`src/rtl/xirq_pkg.sv`:
```
package xirq_pkg;
    typedef enum logic [1:0] {
        CMD_STATUS = 2'b00,
        CMD_RAISE  = 2'b01,
        CMD_WHO    = 2'b10,
        CMD_ACK    = 2'b11
    } xirq_cmd_e;
endpackage

```
`src/rtl/xirq_decode.sv`:
```
module xirq_decode #(
    parameter int N   = 4,
    parameter int IDW = 2
) (
    input  logic                    valid_i,
    input  logic [1:0]              code_i,
    input  logic [IDW-1:0]          core_i,
    input  logic [IDW-1:0]          issuer_i,
    output logic [N-1:0][N-1:0]     set_o,
    output logic [N-1:0][N-1:0]     clr_o,
    output logic                    rd_status_o,
    output logic                    rd_who_o,
    output logic                    rd_zero_o
);
    import xirq_pkg::*;

    localparam bit FULL = (N == (1 << IDW));

    logic      args_ok;
    xirq_cmd_e code;

    generate
        if (FULL) begin : g_full
            assign args_ok = 1'b1;
        end else begin : g_part
            assign args_ok = (core_i < IDW'(N)) && (issuer_i < IDW'(N));
        end
    endgenerate

    assign code = xirq_cmd_e'(code_i);

    always_comb begin
        set_o       = '0;
        clr_o       = '0;
        rd_status_o = 1'b0;
        rd_who_o    = 1'b0;
        rd_zero_o   = 1'b0;
        if (valid_i) begin
            rd_status_o = args_ok && (code == CMD_STATUS);
            rd_who_o    = args_ok && (code == CMD_WHO);
            rd_zero_o   = !(rd_status_o || rd_who_o);
            for (int r = 0; r < N; r++) begin
                for (int s = 0; s < N; s++) begin
                    if (args_ok && code == CMD_RAISE && r == int'(core_i)
                        && s == int'(issuer_i) && r != s)
                        set_o[r][s] = 1'b1;
                    if (args_ok && code == CMD_ACK && r == int'(issuer_i)
                        && s == int'(core_i))
                        clr_o[r][s] = 1'b1;
                end
            end
        end
    end
endmodule

```
`src/rtl/xirq_pend_matrix.sv`:
```
module xirq_pend_matrix #(
    parameter int N = 4
) (
    input  logic                clk,
    input  logic                rst_n,
    input  logic [N-1:0][N-1:0] set_i,
    input  logic [N-1:0][N-1:0] clr_i,
    output logic [N-1:0][N-1:0] pend_o,
    output logic [N-1:0]        line_o
);
    typedef struct packed {
        logic [N-1:0][N-1:0] col;
    } mat_t;

    mat_t st_d, st_q;

    always_comb begin
        st_d = st_q;
        for (int r = 0; r < N; r++)
            st_d.col[r] = (st_q.col[r] | set_i[r]) & ~clr_i[r];
    end

    always_ff @(posedge clk) begin
        if (!rst_n) st_q <= '0;
        else        st_q <= st_d;
    end

    assign pend_o = st_q.col;

    generate
        for (genvar r = 0; r < N; r++) begin : g_line
            assign line_o[r] = |st_q.col[r];
        end
    endgenerate
endmodule

```
`src/rtl/xirq_readback.sv`:
```
module xirq_readback #(
    parameter int N   = 4,
    parameter int IDW = 2
) (
    input  logic                clk,
    input  logic                rst_n,
    input  logic [N-1:0][N-1:0] pend_i,
    input  logic [N-1:0]        line_i,
    input  logic [IDW-1:0]      core_i,
    input  logic [IDW-1:0]      issuer_i,
    input  logic                rd_status_i,
    input  logic                rd_who_i,
    input  logic                rd_zero_i,
    output logic [N-1:0]        rdata_o
);
    typedef struct packed {
        logic [N-1:0] word;
    } rb_t;

    rb_t st_d, st_q;

    always_comb begin
        st_d = st_q;
        if (rd_status_i) begin
            st_d.word    = '0;
            st_d.word[0] = line_i[core_i];
        end else if (rd_who_i) begin
            st_d.word = pend_i[issuer_i];
        end else if (rd_zero_i) begin
            st_d.word = '0;
        end
    end

    always_ff @(posedge clk) begin
        if (!rst_n) st_q <= '0;
        else        st_q <= st_d;
    end

    assign rdata_o = st_q.word;
endmodule

```
`src/rtl/xcore_irq_hub.sv`:
```
module xcore_irq_hub #(
    parameter int N   = 4,
    parameter int IDW = (N > 1) ? $clog2(N) : 1
) (
    input  logic           clk,
    input  logic           rst_n,
    input  logic           cmd_valid,
    input  logic [1:0]     cmd_code,
    input  logic [IDW-1:0] cmd_core,
    input  logic [IDW-1:0] src_core,
    output logic [N-1:0]   rdata,
    output logic [N-1:0]   irq_out
);
    logic [N-1:0][N-1:0] set_m, clr_m, pend;
    logic                rd_status, rd_who, rd_zero;

    xirq_decode #(.N(N), .IDW(IDW)) u_dec (
        .valid_i     (cmd_valid),
        .code_i      (cmd_code),
        .core_i      (cmd_core),
        .issuer_i    (src_core),
        .set_o       (set_m),
        .clr_o       (clr_m),
        .rd_status_o (rd_status),
        .rd_who_o    (rd_who),
        .rd_zero_o   (rd_zero)
    );

    xirq_pend_matrix #(.N(N)) u_mat (
        .clk    (clk),
        .rst_n  (rst_n),
        .set_i  (set_m),
        .clr_i  (clr_m),
        .pend_o (pend),
        .line_o (irq_out)
    );

    xirq_readback #(.N(N), .IDW(IDW)) u_rb (
        .clk         (clk),
        .rst_n       (rst_n),
        .pend_i      (pend),
        .line_i      (irq_out),
        .core_i      (cmd_core),
        .issuer_i    (src_core),
        .rd_status_i (rd_status),
        .rd_who_i    (rd_who),
        .rd_zero_i   (rd_zero),
        .rdata_o     (rdata)
    );
endmodule

```
`config.mk`:
```
export PLATFORM = sky130hd
export DESIGN_NAME = xcore_irq_hub
export DESIGN_NICKNAME = d
export VERILOG_FILES = /design/src/rtl/xirq_pkg.sv /design/src/rtl/xirq_decode.sv /design/src/rtl/xirq_pend_matrix.sv /design/src/rtl/xirq_readback.sv /design/src/rtl/xcore_irq_hub.sv
export SDC_FILE = /design/constraint.sdc
export NUM_CORES = 1
export LEC_CHECK = 0
export CAP_MARGIN = 20
export CORE_MARGIN = 3
export CORE_UTILIZATION = 35
export DETAILED_ROUTE_END_ITERATION = 8
export DONT_BUFFER_PORTS = 1
export SLEW_MARGIN = 20
export SYNTH_ARGS = -nofsm -noshare
export SYNTH_HDL_FRONTEND = slang
export SYNTH_HIERARCHICAL = 1
export SYNTH_SLANG_ARGS = --single-unit
export TNS_END_PERCENT = 30
```
`constraint.sdc`:
```
create_clock -name clk -period 3.4 [get_ports clk]
set_input_delay 0.34 -clock clk [delete_from_list [all_inputs] [get_ports clk]]
set_output_delay 0.34 -clock clk [all_outputs]
set_load 0.02 [all_outputs]
```
==> results.md, run 1 <==
- Post-CTS Hold Fix Bufs: 0
- Syn. warnings: 6
- Die width: 63.60 µm
- Via count: 968
- Status: completed
- First-pass GRT wire length: 4.733 mm
- Fill cells: 346
- # H-tree levels: 1
- Slew @ Worst Pin: 515.4 ps
- Final Routed Wirelength: 2.765 mm
- Layout area overhead: 2.694%
- CTS tree: done
- GRT Total Usage: 15.04%
- Count of different cell masters after synthesis: 26
- Syn Area/Cell: 8.601 µm²
- Crit path time final: 2218 ps
- Fin. max-slew vios: 0
- Worst endpoint required time: 3610 ps
- Post-route setup TNS: 0 ps
- Number of synthesized register bits: 20
- Top cells by area, synth: dfxtp_1 (34%), nor2_1 (15%), nor3b_1 (13%)
- Layout cell share with drive strength beyond 1: 6.818%
- Critical path class: register to register
- Worst hold path type: input pin to register
- Vias per inst: 5.500
- Max Cap Violations: 0
- Post-synthesis sequential area ratio: 34.48%
- Final nets: 142
- Post-route cell area: 1192 µm²
- Detailed Routing Iterations Pass 1: 4
- Worst-Skew Late Latency: 310 ps
- Setup repair bufs after CTS: 0
- Starting density of the core: 37.42%
- Final Setup Violations: 0
- Die ar.: 4044 µm²
- Max FO, Critical Path: 3
- RSZ-0062 raised after global routing: false
- I/O pin cnt: 17
- Post-Layout Cell Count: 176
- Peak VDD IR: 0.0002323 V
- IO buf count: 0
- CTS Root Cell: clkbuf_4
- Part of the cycle the worst path needs: 65.23%
- Critical Path Source Type: register
- Share of the synthesized area in the top cell type: 34.48%
- Post-Syn Instances: 135
- Commonest cells post-synth: nor2_1 (47), dfxtp_1 (20), nor3b_1 (20)
- HP Start: rst_n
- Post-synth EDFFs: 0
- GRT overflow: 0
- Hold Vio Cnt, Final: 0
- Crit. Startpoint: u_mat/pend_o[2]
- # clock sinks: 20
- Diodes inserted: 0
- Clock slew at reported path FFs: 120 ps
- # rows: 20
- Most frequent cell after synthesis: nor2_1
- Routed wire length per instance: 15.71 µm
- CTS buffer count: 3
- Critical R2R Launch: u_mat/pend_o[2]
- Area of the multi-input gates: 700.7 µm²
- Crit path DAT: 2430 ps
- Resize count post-CTS: 0
- Final Power: 0.4292 mW
- Die Span Y: 63.60 µm
- Clk buf depth: 2
- Drt first-iter violations: 40
- Post-DP HPWL: 2.125 mm
- Pwr/cell area: 359.9 nW/µm²
- Post-Place Cell Area: 1156 µm²
- Placed cell count: 172
- Synthesized cell area: 1161 µm²
- F_max: 450.9 MHz
- Placer Congestion: 0.8091
- Worst slew margin: 65.57%
- Initial antenna violation count: 0
- Worst Hold Slack: 151.2 ps
- Placeable Area: 3103 µm²
- Setup Skew: 12.59 ps
- Vias in the first global route: 945
- Synth area leader: dfxtp_1
- Main flop type after synthesis: dfxtp_1
- Post-route ant nets: 0
- Crit path capture type: register
- Largest net degree at the start of global routing: 19
- Register Area: 400.4 µm²
- Leakage: 0.3725 nW
- Ys async rst share: 0%
- Drt drc: 0
logic make-up (layout without fill, tap and decap cells):
group                  after synthesis  after routing  share of synthesized area (%)
and+or+nand+nor                     94             94                          47.31
DFF                                 20             20                          34.48
buffers and inverters               10              4                          6.142
muxes                                6              6                          9.483
AOI/OAI and AO/OA                    4              4                          2.262
other                                1              4                         0.3230
registers in the layout (all words and copies together) (netlist names):
signal	count
u_mat/pend_o	16
u_rb/rdata_o	4
worst max-delay path, cell delays in order (launching register included):
cell     delay [ps]
dfxtp_1         340
or4_1           680
mux4_2          510
and2_0          180
o41a_1          410
path summary, 6_finish.rpt:
check | cells past startpoint | endpoint | slack (ps)
min | 1 | u_rb/rdata_o[0] | 150
min reg2reg | 2 | u_mat/pend_o[2] | 510
max | 4 | u_rb/rdata_o[0] | 1180
max reg2reg | 4 | u_rb/rdata_o[0] | 1180
layout make-up:
class	count	area share, %
clock buffer	4	3.043
multi-input combinational	108	58.76
sequential	20	33.58
tap	44	4.617
routing by layer:
metal	vias up	share of wire (%)	GRT usage, %
met3	2	9.3	6.952
met2	33	46	23.86
met1	464	44	18.34
met5	-	0	0
li1	469	-	-
met4	0	0.72	3.774
per-stage QoR:
step                      setup WS, ps  util (%)
final                             1182     38.43
after global routing              1111     38.43
after CTS                         1188     38.43
after detailed placement          1194     37.26
after global placement            1227     37.26
after floorplan                   1296         -
cells in the final DEF, fill, tap and decap left out, drive strengths merged:
master   count
dfxtp       20
and2         2
clkbuf       4
and3b        1
nand4b       3
nand4bb      3
nor4b        2
a21oi        3
or3b         2
nor3b       20
o41a         1
conb         4
nand2b       1
or4b         1
or4          4
mux2i        2
nand3        2
nor4bb       1
nand3b       4
nor2        47
nand4        1
mux4         4
where the power goes:
part	switching, mW	internal (mW)
Sequential	0.00480	0.239
Clock	0.0747	0.0653
Combinational	0.0229	0.0220
Note: power is estimated with default switching activity, not from simulation.
==> run 2, diff against run 1 <==
Clock period 3.4 ns to 1.8 ns, I/O delays scaled along.
==> run 2 against run 1 <==
Against the previous run:
- the run now ends with negative setup slack left
- worst setup slack got worse by 1300 ps
- register-to-register slack worse by 1300 ps
- fmax is 15% higher
- sequential power is 88% higher
- final cell count grew 13%
- largest cell class unchanged
==> results.md, run 2 (synthesis results as in run 1) <==
- # H-tree levels: 1
- CTS buffer count: 3
- Reg-to-reg setup timing slack: -120 ps
- CTS Root Cell: clkbuf_4
- Setup Skew: 2.519 ps
- Placer Congestion: 0.8636
- Status: complete, but fails checks
- Pwr/cell area: 611.2 nW/µm²
- Die width: 63.60 µm
- Placeable Area: 3103 µm²
- Max reg flops: 16
- Reg2reg end: u_rb/rdata_o[0]
- Fin. max-slew vios: 0
- Detailed Routing Iterations Pass 1: 4
- Leakage: 0.4886 nW
- Layout cell share with drive strength beyond 1: 24.03%
- Routed wire length per instance: 15.29 µm
- Slew @ Worst Pin: 512.1 ps
- Post-DP HPWL: 2.252 mm
- Initial antenna violation count: 0
- Die Span Y: 63.60 µm
- Placed cell count: 191
- Most frequent cells in the layout: nor2_1 (47), buf_4 (20), nor3b_1 (20)
- Worst hold path type: input pin to register
- Critical path class: register to register
- F_max: 520.3 MHz
- Clk buf depth: 2
- Worst r2r path cells: 4
- IO buf count: 0
- Crit path time final: 1922 ps
- Clock slew at reported path FFs: 110 ps
- GRT overflow: 0
- Crit path capture type: register
- First-pass GRT wire length: 4.871 mm
- Final Routed Wirelength: 3.028 mm
- Peak VDD IR: 0.0003218 V
- Hold depth: 1
- Diodes inserted: 0
- Starting density of the core: 37.42%
- Drt drc: 0
- Via count: 1,043
- Final Power: 0.8458 mW
- Post-route setup TNS: -122.0 ps
- Vias in the first global route: 1,024
- Post-route ant nets: 0
- Post-Layout Cell Count: 198
- Hold EP: u_mat/pend_o[3]
- GRT Total Usage: 15.64%
- Critical Path Source Type: register
- Final nets: 164
- Worst endpoint required time: 2000 ps
- Die ar.: 4044 µm²
- I/O pin cnt: 17
- Most common cell after layout, fill and taps aside: nor2_1
- Largest net degree at the start of global routing: 19
- # clock sinks: 20
- Part of the cycle the worst path needs: 106.8%
- Final core utilization: 44.60%
- Final Setup Violations: 1
- Max Cap Violations: 0
- Crit path DAT: 2120 ps
- # rows: 20
- CTS tree: done
- Drt first-iter violations: 52
- RSZ-0062 raised after global routing: true
- Worst slew margin: 65.79%
- HP Start: rst_n
- Max FO, Critical Path: 2
- Worst-Skew Late Latency: 300 ps
- Setup ws final: -122.0 ps
- Hold Vio Cnt, Final: 0
- Critical R2R Launch: u_mat/pend_o[15]
- Vias per inst: 5.268
- Failing checks: negative setup slack
- Layout area overhead: 19.18%
run 2: cell types whose count changed in the layout (fill, tap and decap cells not counted):
| cell | change |
|---|---|
| or4_1 | -4 |
| or4_4 | +4 |
| dfxtp_1 | -3 |
| and2_0 | -1 |
| buf_4 | +20 |
| and2_4 | +1 |
| dfxtp_2 | +3 |
| dlygate4sd3_1 | +2 |
run 2: final cells by class:
type / count / area (µm²)
sequential: 20 / 404.1
multi-input combinational: 108 / 718.2
fill: 348 / 1719
clock buffer: 4 / 36.28
timing repair buffer: 22 / 170.2
tap: 44 / 55.05
run 2: stage by stage:
stage / hold slack [ps] / setup WS [ps] / cell area [µm²]
final: 26.42 / -122.0 / 1384
after global routing: -4.978 / -144.2 / 1384
after CTS: 8.148 / -121.0 / 1360
after detailed placement: 326.8 / -108.8 / 1314
after global placement: 318.3 / -70.66 / 1314
after floorplan: 313.6 / -109.9 / 1187
run 2: what timing repair did:
action	in CTS	in global routing
gates resized for setup	0	5
setup endpoints to repair	1	1
setup buffers	0	1
hold endpoints to repair	1	5
pin swaps	0	2
hold buffers	1	1
run 2: critical path, stage by stage (launching register included):
cell	delay, ps
dfxtp_1	330
or4_4	540
mux4_2	490
and2_4	170
o41a_1	300
run 2: power by group:
group          internal [mW]  switching, mW
combinational         0.0713         0.0532
clock                  0.123          0.139
sequential             0.452        0.00688
total                  0.647          0.199
run 2: per-layer routing:
metal | part of all wire, % | GRT usage, %
met5 | 0 | 0
met1 | 45 | 18.91
met3 | 7.2 | 5.704
met2 | 47 | 26.08
met4 | 0.69 | 4.043
run 2: how the worst max path moves through the flow:
stage,startpoint,end,slack (ps),cells after the start
after floorplan,u_mat/pend_o[15],u_rb/rdata_o[0],-110,4
final,u_mat/pend_o[15],u_rb/rdata_o[0],-120,4
after CTS,u_mat/pend_o[15],u_rb/rdata_o[0],-120,4
after global routing,u_mat/pend_o[1],u_rb/rdata_o[0],-140,4
after detailed placement,u_mat/pend_o[15],u_rb/rdata_o[0],-110,4
after global placement,u_mat/pend_o[15],u_rb/rdata_o[0],-70,4
